--- src/rtl/hilo_pkg.sv ---
package hilo_pkg;
  typedef enum logic [2:0] {
    OP_MULS = 3'd0,
    OP_MULU = 3'd1,
    OP_DIVS = 3'd2,
    OP_DIVU = 3'd3,
    OP_MTHI = 3'd4,
    OP_MTLO = 3'd5
  } hilo_op_e;
endpackage

--- src/rtl/hilo_mul.sv ---
module hilo_mul #(
  parameter int W   = 32,
  parameter int LAT = 2
) (
  input  logic           clk,
  input  logic           rst,
  input  logic           go,
  input  logic           sgn,
  input  logic [W-1:0]   a,
  input  logic [W-1:0]   b,
  output logic           done,
  output logic [2*W-1:0] prod
);
  localparam int PW = 2 * W;

  logic signed [W:0]    a_ext, b_ext;
  logic signed [PW+1:0] full;
  logic [LAT-1:0]       vld;
  logic [PW-1:0]        stg [LAT];

  assign a_ext = {sgn & a[W-1], a};
  assign b_ext = {sgn & b[W-1], b};
  assign full  = a_ext * b_ext;

  always_ff @(posedge clk) begin
    if (rst) vld[0] <= 1'b0;
    else     vld[0] <= go;
    if (go) stg[0] <= full[PW-1:0];
  end

  for (genvar i = 1; i < LAT; i++) begin : g_stage
    always_ff @(posedge clk) begin
      if (rst) vld[i] <= 1'b0;
      else     vld[i] <= vld[i-1];
      stg[i] <= stg[i-1];
    end
  end

  assign done = vld[LAT-1];
  assign prod = stg[LAT-1];
endmodule

--- src/rtl/hilo_div.sv ---
module hilo_div #(
  parameter int W = 32
) (
  input  logic         clk,
  input  logic         rst,
  input  logic         go,
  input  logic         sgn,
  input  logic [W-1:0] a,
  input  logic [W-1:0] b,
  output logic         done,
  output logic [W-1:0] quo,
  output logic [W-1:0] rem
);
  localparam int CW = (W > 1) ? $clog2(W) : 1;

  logic [W-1:0]  q_r, r_r, d_r;
  logic [CW-1:0] cnt;
  logic          active, done_r, neg_q, neg_r, dz;
  logic [W:0]    sh;
  logic          fit;

  function automatic logic [W-1:0] mag(input logic s, input logic [W-1:0] x);
    return (s && x[W-1]) ? (~x + 1'b1) : x;
  endfunction

  always_comb begin
    sh  = {r_r, q_r[W-1]};
    fit = (sh >= {1'b0, d_r});
  end

  always_ff @(posedge clk) begin
    if (rst) begin
      active <= 1'b0;
      done_r <= 1'b0;
      cnt    <= '0;
    end else begin
      done_r <= 1'b0;
      if (go) begin
        active <= 1'b1;
        cnt    <= '0;
        q_r    <= mag(sgn, a);
        d_r    <= mag(sgn, b);
        r_r    <= '0;
        neg_r  <= sgn & a[W-1];
        neg_q  <= sgn & (a[W-1] ^ b[W-1]);
        dz     <= (b == '0);
      end else if (active) begin
        if (fit) begin
          r_r <= sh[W-1:0] - d_r;
          q_r <= {q_r[W-2:0], 1'b1};
        end else begin
          r_r <= sh[W-1:0];
          q_r <= {q_r[W-2:0], 1'b0};
        end
        cnt <= cnt + 1'b1;
        if (cnt == CW'(W - 1)) begin
          active <= 1'b0;
          done_r <= 1'b1;
        end
      end
    end
  end

  assign done = done_r;
  assign quo  = (neg_q && !dz) ? (~q_r + 1'b1) : q_r;
  assign rem  = neg_r ? (~r_r + 1'b1) : r_r;
endmodule

--- src/rtl/hilo_muldiv.sv ---
module hilo_muldiv
  import hilo_pkg::*;
#(
  parameter int W       = 32,
  parameter int MUL_LAT = 2
) (
  input  logic         clk,
  input  logic         rst,
  input  logic         start,
  input  logic [2:0]   op,
  input  logic [W-1:0] opa,
  input  logic [W-1:0] opb,
  output logic [W-1:0] hi_o,
  output logic [W-1:0] lo_o,
  output logic         busy
);
  logic           accept, mul_go, div_go, sgn;
  logic           mul_done, div_done;
  logic [2*W-1:0] prod;
  logic [W-1:0]   quo, rem;
  logic [W-1:0]   hi_q, lo_q;
  logic           busy_q;

  assign accept = start & ~busy_q;
  assign mul_go = accept & ((op == OP_MULS) | (op == OP_MULU));
  assign div_go = accept & ((op == OP_DIVS) | (op == OP_DIVU));
  assign sgn    = (op == OP_MULS) | (op == OP_DIVS);

  hilo_mul #(.W(W), .LAT(MUL_LAT)) u_mul (
    .clk(clk), .rst(rst), .go(mul_go), .sgn(sgn),
    .a(opa), .b(opb), .done(mul_done), .prod(prod)
  );

  hilo_div #(.W(W)) u_div (
    .clk(clk), .rst(rst), .go(div_go), .sgn(sgn),
    .a(opa), .b(opb), .done(div_done), .quo(quo), .rem(rem)
  );

  always_ff @(posedge clk) begin
    if (rst) begin
      hi_q   <= '0;
      lo_q   <= '0;
      busy_q <= 1'b0;
    end else begin
      if (mul_go || div_go) busy_q <= 1'b1;
      if (mul_done) begin
        hi_q   <= prod[2*W-1:W];
        lo_q   <= prod[W-1:0];
        busy_q <= 1'b0;
      end
      if (div_done) begin
        hi_q   <= rem;
        lo_q   <= quo;
        busy_q <= 1'b0;
      end
      if (accept && op == OP_MTHI) hi_q <= opa;
      if (accept && op == OP_MTLO) lo_q <= opa;
    end
  end

  assign hi_o = hi_q;
  assign lo_o = lo_q;
  assign busy = busy_q;
endmodule

--- config.mk ---
export PLATFORM = sky130hd
export DESIGN_NAME = hilo_muldiv
export DESIGN_NICKNAME = d
export VERILOG_FILES = /design/src/rtl/hilo_pkg.sv /design/src/rtl/hilo_mul.sv /design/src/rtl/hilo_div.sv /design/src/rtl/hilo_muldiv.sv
export SDC_FILE = /design/constraint.sdc
export NUM_CORES = 2
export LEC_CHECK = 0
export ABC_AREA = 1
export BUFFER_PORTS_ARGS = -buffer_cell sky130_fd_sc_hd__buf_2
export CORE_UTILIZATION = 40
export CTS_CLUSTER_SIZE = 28
export DETAILED_ROUTE_END_ITERATION = 6
export HOLD_SLACK_MARGIN = 0.08
export SYNTH_ARGS = -nofsm -noshare
export SYNTH_HDL_FRONTEND = slang
export SYNTH_HIERARCHICAL = 1
export SYNTH_SLANG_ARGS = --single-unit
--- constraint.sdc ---
create_clock -name clk -period 13.17 [get_ports clk]
set_input_delay 2.634 -clock clk [delete_from_list [all_inputs] [get_ports clk]]
set_output_delay 2.634 -clock clk [all_outputs]
set_load 0.05 [all_outputs]
; ---- Yosys cells after proc, flatten, opt, wreduce, memory -nomap -nowiden
; Memory sizes are Yosys's and may differ from the RTL's.
; Index checks and enable logic that the tools add are counted.
; W data, S select, Z words.
[word_totals]
memories = 1
wordCells = 84
in_bits = 70
ff_bits = 173
rom_bits = 0
latch_bits = 0
out_inout_bits = 65
ram_bits = 128
[mem_list]
columns = memory, depth, width, read_ports, rd_clocked_by_memory_dff, wr, line
row1 = u_mul.stg, 2, 64, 2, 0, 2, hilo_mul.sv:19  ; logic [PW-1:0] stg [LAT];
[op_classes]
n_reduce_logical = 17
n_mul = 1
n_addsub = 6
bitwise_logic = 17
n_shift = 0
eq_ne = 6
muxes = 21
n_lt_le_gt_ge = 1
div = 0
[op_table]
columns = cell, count
row1 = $mux W32, 14
row2 = $add A32 B1 Y32 const B, 4
row3 = $not A32 Y32, 4
row4 = $mul A33 B33 Y64, 1
row5 = $ge A33 B32 Y1, 1
row6 = $logic_not A32 Y1, 1
row7 = $sub A32 B32 Y32, 1
row8 = $mux W1, 7
row9 = $and A1 B1 Y1, 6
row10 = $eq A3 B2 Y1 const B, 2
row11 = $eq A3 B3 Y1 const B, 2
row12 = $reduce_bool A3 Y1, 2
row13 = $reduce_or A3 Y1, 2
row14 = $add A5 B1 Y5 const B, 1
row15 = $eq A5 B5 Y1 const B, 1
row16 = $logic_and A1 B1 Y1, 5
row17 = $reduce_and A2 Y1, 2
row18 = $eq A3 B1 Y1 const B, 1
row19 = $logic_not A3 Y1, 1
row20 = $not A1 Y1, 3
row21 = $or A1 B1 Y1, 3
row22 = $reduce_bool A2 Y1, 1
row23 = $reduce_or A2 Y1, 1
row24 = $logic_not A1 Y1, 1
row25 = other kinds (2), 2

; ---- Logic depth before layout (Yosys ltp)
[logic_depth]
ltp_word = 5
ltp_mapped = 36
mapped_depth_nobuf = 33

; ---- By module
; The synthesis kept the hierarchy.
[by_module_without_submodules]
columns = module, area_per_inst_um2, n_inst, cells_each, seq_area_each_um2
row1 = hilo_mul, 44149.8, 1, 5409, 3243.1
row2 = hilo_div, 10156.0, 1, 1577, 3113.0
row3 = hilo_muldiv, 4331.7, 1, 756, 1301.2

; ---- Least setup slack after synthesis
; Ideal clock, no wire load.
[synth_path]
kind = input -> register
start = in op[2]
end = mem u_mul/stg[0][58] (netlist name) (data pin)
required_ps = 12917
cell_stages = 29
setup_slack_ps = 2673
t_arrival_ps = 10244
setup_time_ps = 253
path_buffers = 3
cell_sequence = buf_2 clkbuf_1 nor2_1 nand2_1 inv_1 buf_2 nand2_1 inv_1 fa_1 fa_1 fa_1 inv_1 fa_1 inv_1 fa_1 fa_1 inv_1 fa_1 fa_1 inv_1 ha_1 a21o_1 a21oi_1 nor2_1 or2_2 nor2_1 nand3_1 nand2_1 nand2_1
[synth_lines]
columns = item, line
row1 = start: declaration, hilo_muldiv.sv:10  ; input logic [2:0] op,
row2 = end: declaration, hilo_mul.sv:19

==> results by group <==
Run status
  – Status: finished, final reports clean

Worst setup path
  – WP data required: between 10 and 15 ns
  – Bufs and invs on worst path: 9
  – CP most frequent cell: fa_1
  – CP Launch Type: input port
  – CP max FO: 38
  – Slowest stage delay, CP: ~1.1 ns
  – Crit Path Class: in -> reg
  – CP endpoint kind: register
  – Arrival @ worst endpoint: roughly 12 ns
  – FF-to-FF setup slack: 9.87 ns
  – Slowest cell on crit path: fa_1
  – Worst path top cell family by delay: adder cells

Timing
  – Fin Clk Skew: a little under 0.04 ns
  – Tcrit/Tclk final: about 86%
  – Worst slew pin tran: about 1.3 ns
  – F_max: ~88 MHz
  – Final hold vios: 0
  – Worst relative slew slack: 16.2%
  – Setup violators final: 0
  – Max-slew violation count: 0
  – Tmin final: around 11 ns
  – RSZ-0062 raised after global routing: false
  – TNS Setup: 0 ns

Final layout
  – Synthesis-to-finish area growth: 5.10%
  – Fraction of layout cells with a size suffix above 1: under 10%
  – Final #Nets: between 9000 and 10000
  – Final Non-Filler Cells: roughly 9500

Global route
  – GRT overflow: 0
  – Largest net degree at the start of global routing: between 60 and 70
  – First-pass GRT wire length: just over 300000 µm
  – Initial antenna violation count: 7
  – Gr usage total: between 20 and 30%
  – Vias in the first global route: just under 50000

Logic synthesis
  – Cell variety after synth: 49
  – Synth Flop Type: edfxtp_1
  – Syn avg cell area: approximately 7.6 µm²
  – EDFF count, synth: roughly 160
  – Yosys warns: 6
  – Top area cells in the synthesized netlist: fa_1 38%, nand2_1 15%, inv_1 13%
  – Syn Nets: around 9200
  – Post-Synthesis Cells: 7742
  – Asr flop ratio synth: 0%
  – Synth Register Bits: approximately 300
  – Sequential area share after synthesis: approximately an eighth
  – Post-Syn Area: 58600 µm²
  – Top-area cell type share of the netlist area: about 38%
  – Leading area contributor after synthesis: fa_1

Detailed routing
  – DR pass1 iterations: 7
  – DRT antenna net count: 0
  – Average wire per standard cell: between 20 and 25 µm
  – Via Count: a little under 50000
  – Drt first-iter violations: between 4000 and 5000
  – Vias per cell: ~5.1
  – Final WL: 207000 µm
  – DRC violations left: 0

Floorplanning
  – Starting Density: between 40% and 50%
  – Die ar.: between 100000 and 150000 µm²
  – Chip width: 385 µm
  – IO Count: 135
  – Row count: 140
  – Die height: just under 400 µm
  – Core area: about 150000 µm²

Clock network
  – Total CTS buffers: 39
  – Post-CTS resize count: 0
  – Root Driver: clkbuf_16
  – Cts hold-fix bufs: 0
  – Clock slew at reported path FFs: around 0.05 ns
  – CTS Sinks: 301
  – Worst skew pair latency: approximately 0.6 ns
  – Postcts setup bufs: 0
  – H-tree levels: 2
  – Clk buf depth: 3
  – CTS tree: done

Run
  – Max-Cap Viols: 0

Placement
  – Count of input and output buffers: between 100 and 150
  – Placed Cells: ~9500
  – Final HPWL DP: between 150000 and 200000 µm
  – Placer Congestion: slightly below 1

Worst hold path
  – HP Class: reg -> reg
[cells in the final DEF, fill, tap and decap left out, drive strengths merged, types with 2 or more instances in the layout]
cell type  count
o21ai         98
nand3        250
edfxtp       163
nor2         338
fa          1126
nand3b         8
ha           250
and3           2
clkinvlp       4
nor3          43
nand4        112
o21bai        18
clkbuf        49
buf          209
nand2       2414
xnor2         24
a21oi        169
nor4           7
xor2         124
o31ai          3
and2           7
or2           12
o211ai         2
dfxtp        138
diode          5
inv         2002
a21o           4
a31oi          6
clkinv        20
[metrics by stage]
step / util (%) / worst slack (ns) / hold WS [ns] / area [µm²]
2_1_floorplan: - / 2.67 / 0.323 / 58600
5_1_grt: 42.3 / 1.30 / 0.350 / 61600
6_report: 42.3 / 1.79 / 0.338 / 61600
3_3_place_gp: 41.5 / 1.29 / 0.325 / 60400
3_5_place_dp: 41.5 / 1.23 / 0.327 / 60400
4_1_cts: 42.3 / 1.80 / 0.339 / 61600
[worst paths after layout]
path	startpoint	to	cells after the start
worst max register to register	u_div/done$_SDFF_PP0_	lo_o[11]$_SDFFE_PP0P_	8
worst max-delay path	op[2]	u_mul/stg[0][53]$_DFFE_PP_	29
worst min register to register	u_mul/stg[0][37]$_DFFE_PP_	u_mul/stg[0][101]$_DFF_P_	0
worst min-delay path	u_mul/stg[0][37]$_DFFE_PP_	u_mul/stg[0][101]$_DFF_P_	0
[area by class of cell]
class | count | area [µm²]
Fill cell | 15100 | 83900
Multi-Input combinational cell | 5021 | 41600
Sequential cell | 301 | 7660
Inverter | 2005 | 7530
Tap cell | 1917 | 2400
Timing Repair Buffer | 209 | 1230
Clock buffer | 49 | 1070
Clock inverter | 21 | 138
Antenna cell | 5 | 12.5
[sequential cells by signal (all words and copies together) (netlist names)]
signal,flops
u_div/r_r,32
lo_o,32
u_mul/vld,1
u_div/dz,1
busy,1
u_div/neg_r,1
u_div/d_r,32
u_div/active,1
hi_o,32
u_mul/stg,128
u_div/q_r,32
u_div/cnt,5
u_div/done,1
u_div/neg_q,1
u_mul/done,1
[cells by family after synthesis]
family | Yosys count | synth area share, %
simple gates | 3193 | 22.1
buf+inv | 2420 | 16.1
fa+ha+maj | 1376 | 43.8
compound gates | 304 | 2.80
flops | 301 | 13.1
xor+xnor | 148 | 2.21
[worst register-to-register path: stages (launching register included)]
cell and delay, ns:
dfxtp_2 0.75, buf_4 0.53, nor2_4 0.08, buf_4 0.34, inv_2 0.85, nand2_1 0.16, nand2_1 0.11, nand2_1 0.23
a21oi_1 0.19
[layer usage]
layer  vias to the layer above  part of all wire, %  track usage [%]
li1                      21900                    -                -
met5                         -               0.0063                0
met4                         2                  4.5             11.2
met1                     24300                   41             37.2
met3                       397                  7.8             4.65
met2                      2056                   47             45.9
[Yosys cell counts (all sizes together), types with 24 or more instances]
| cell type | number |
|---|---|
| a21oi | 169 |
| buf | 114 |
| clkbuf | 301 |
| dfxtp | 138 |
| edfxtp | 163 |
| fa | 1126 |
| ha | 250 |
| inv | 2000 |
| nand2 | 2414 |
| nand3 | 250 |
| nand4 | 112 |
| nor2 | 338 |
| nor3 | 43 |
| o21ai | 98 |
| xnor2 | 24 |
| xor2 | 124 |
Power is left out: the tool's default activity adds up to more than one toggle a clock period on the data nets, which glitch-free logic cannot reach.
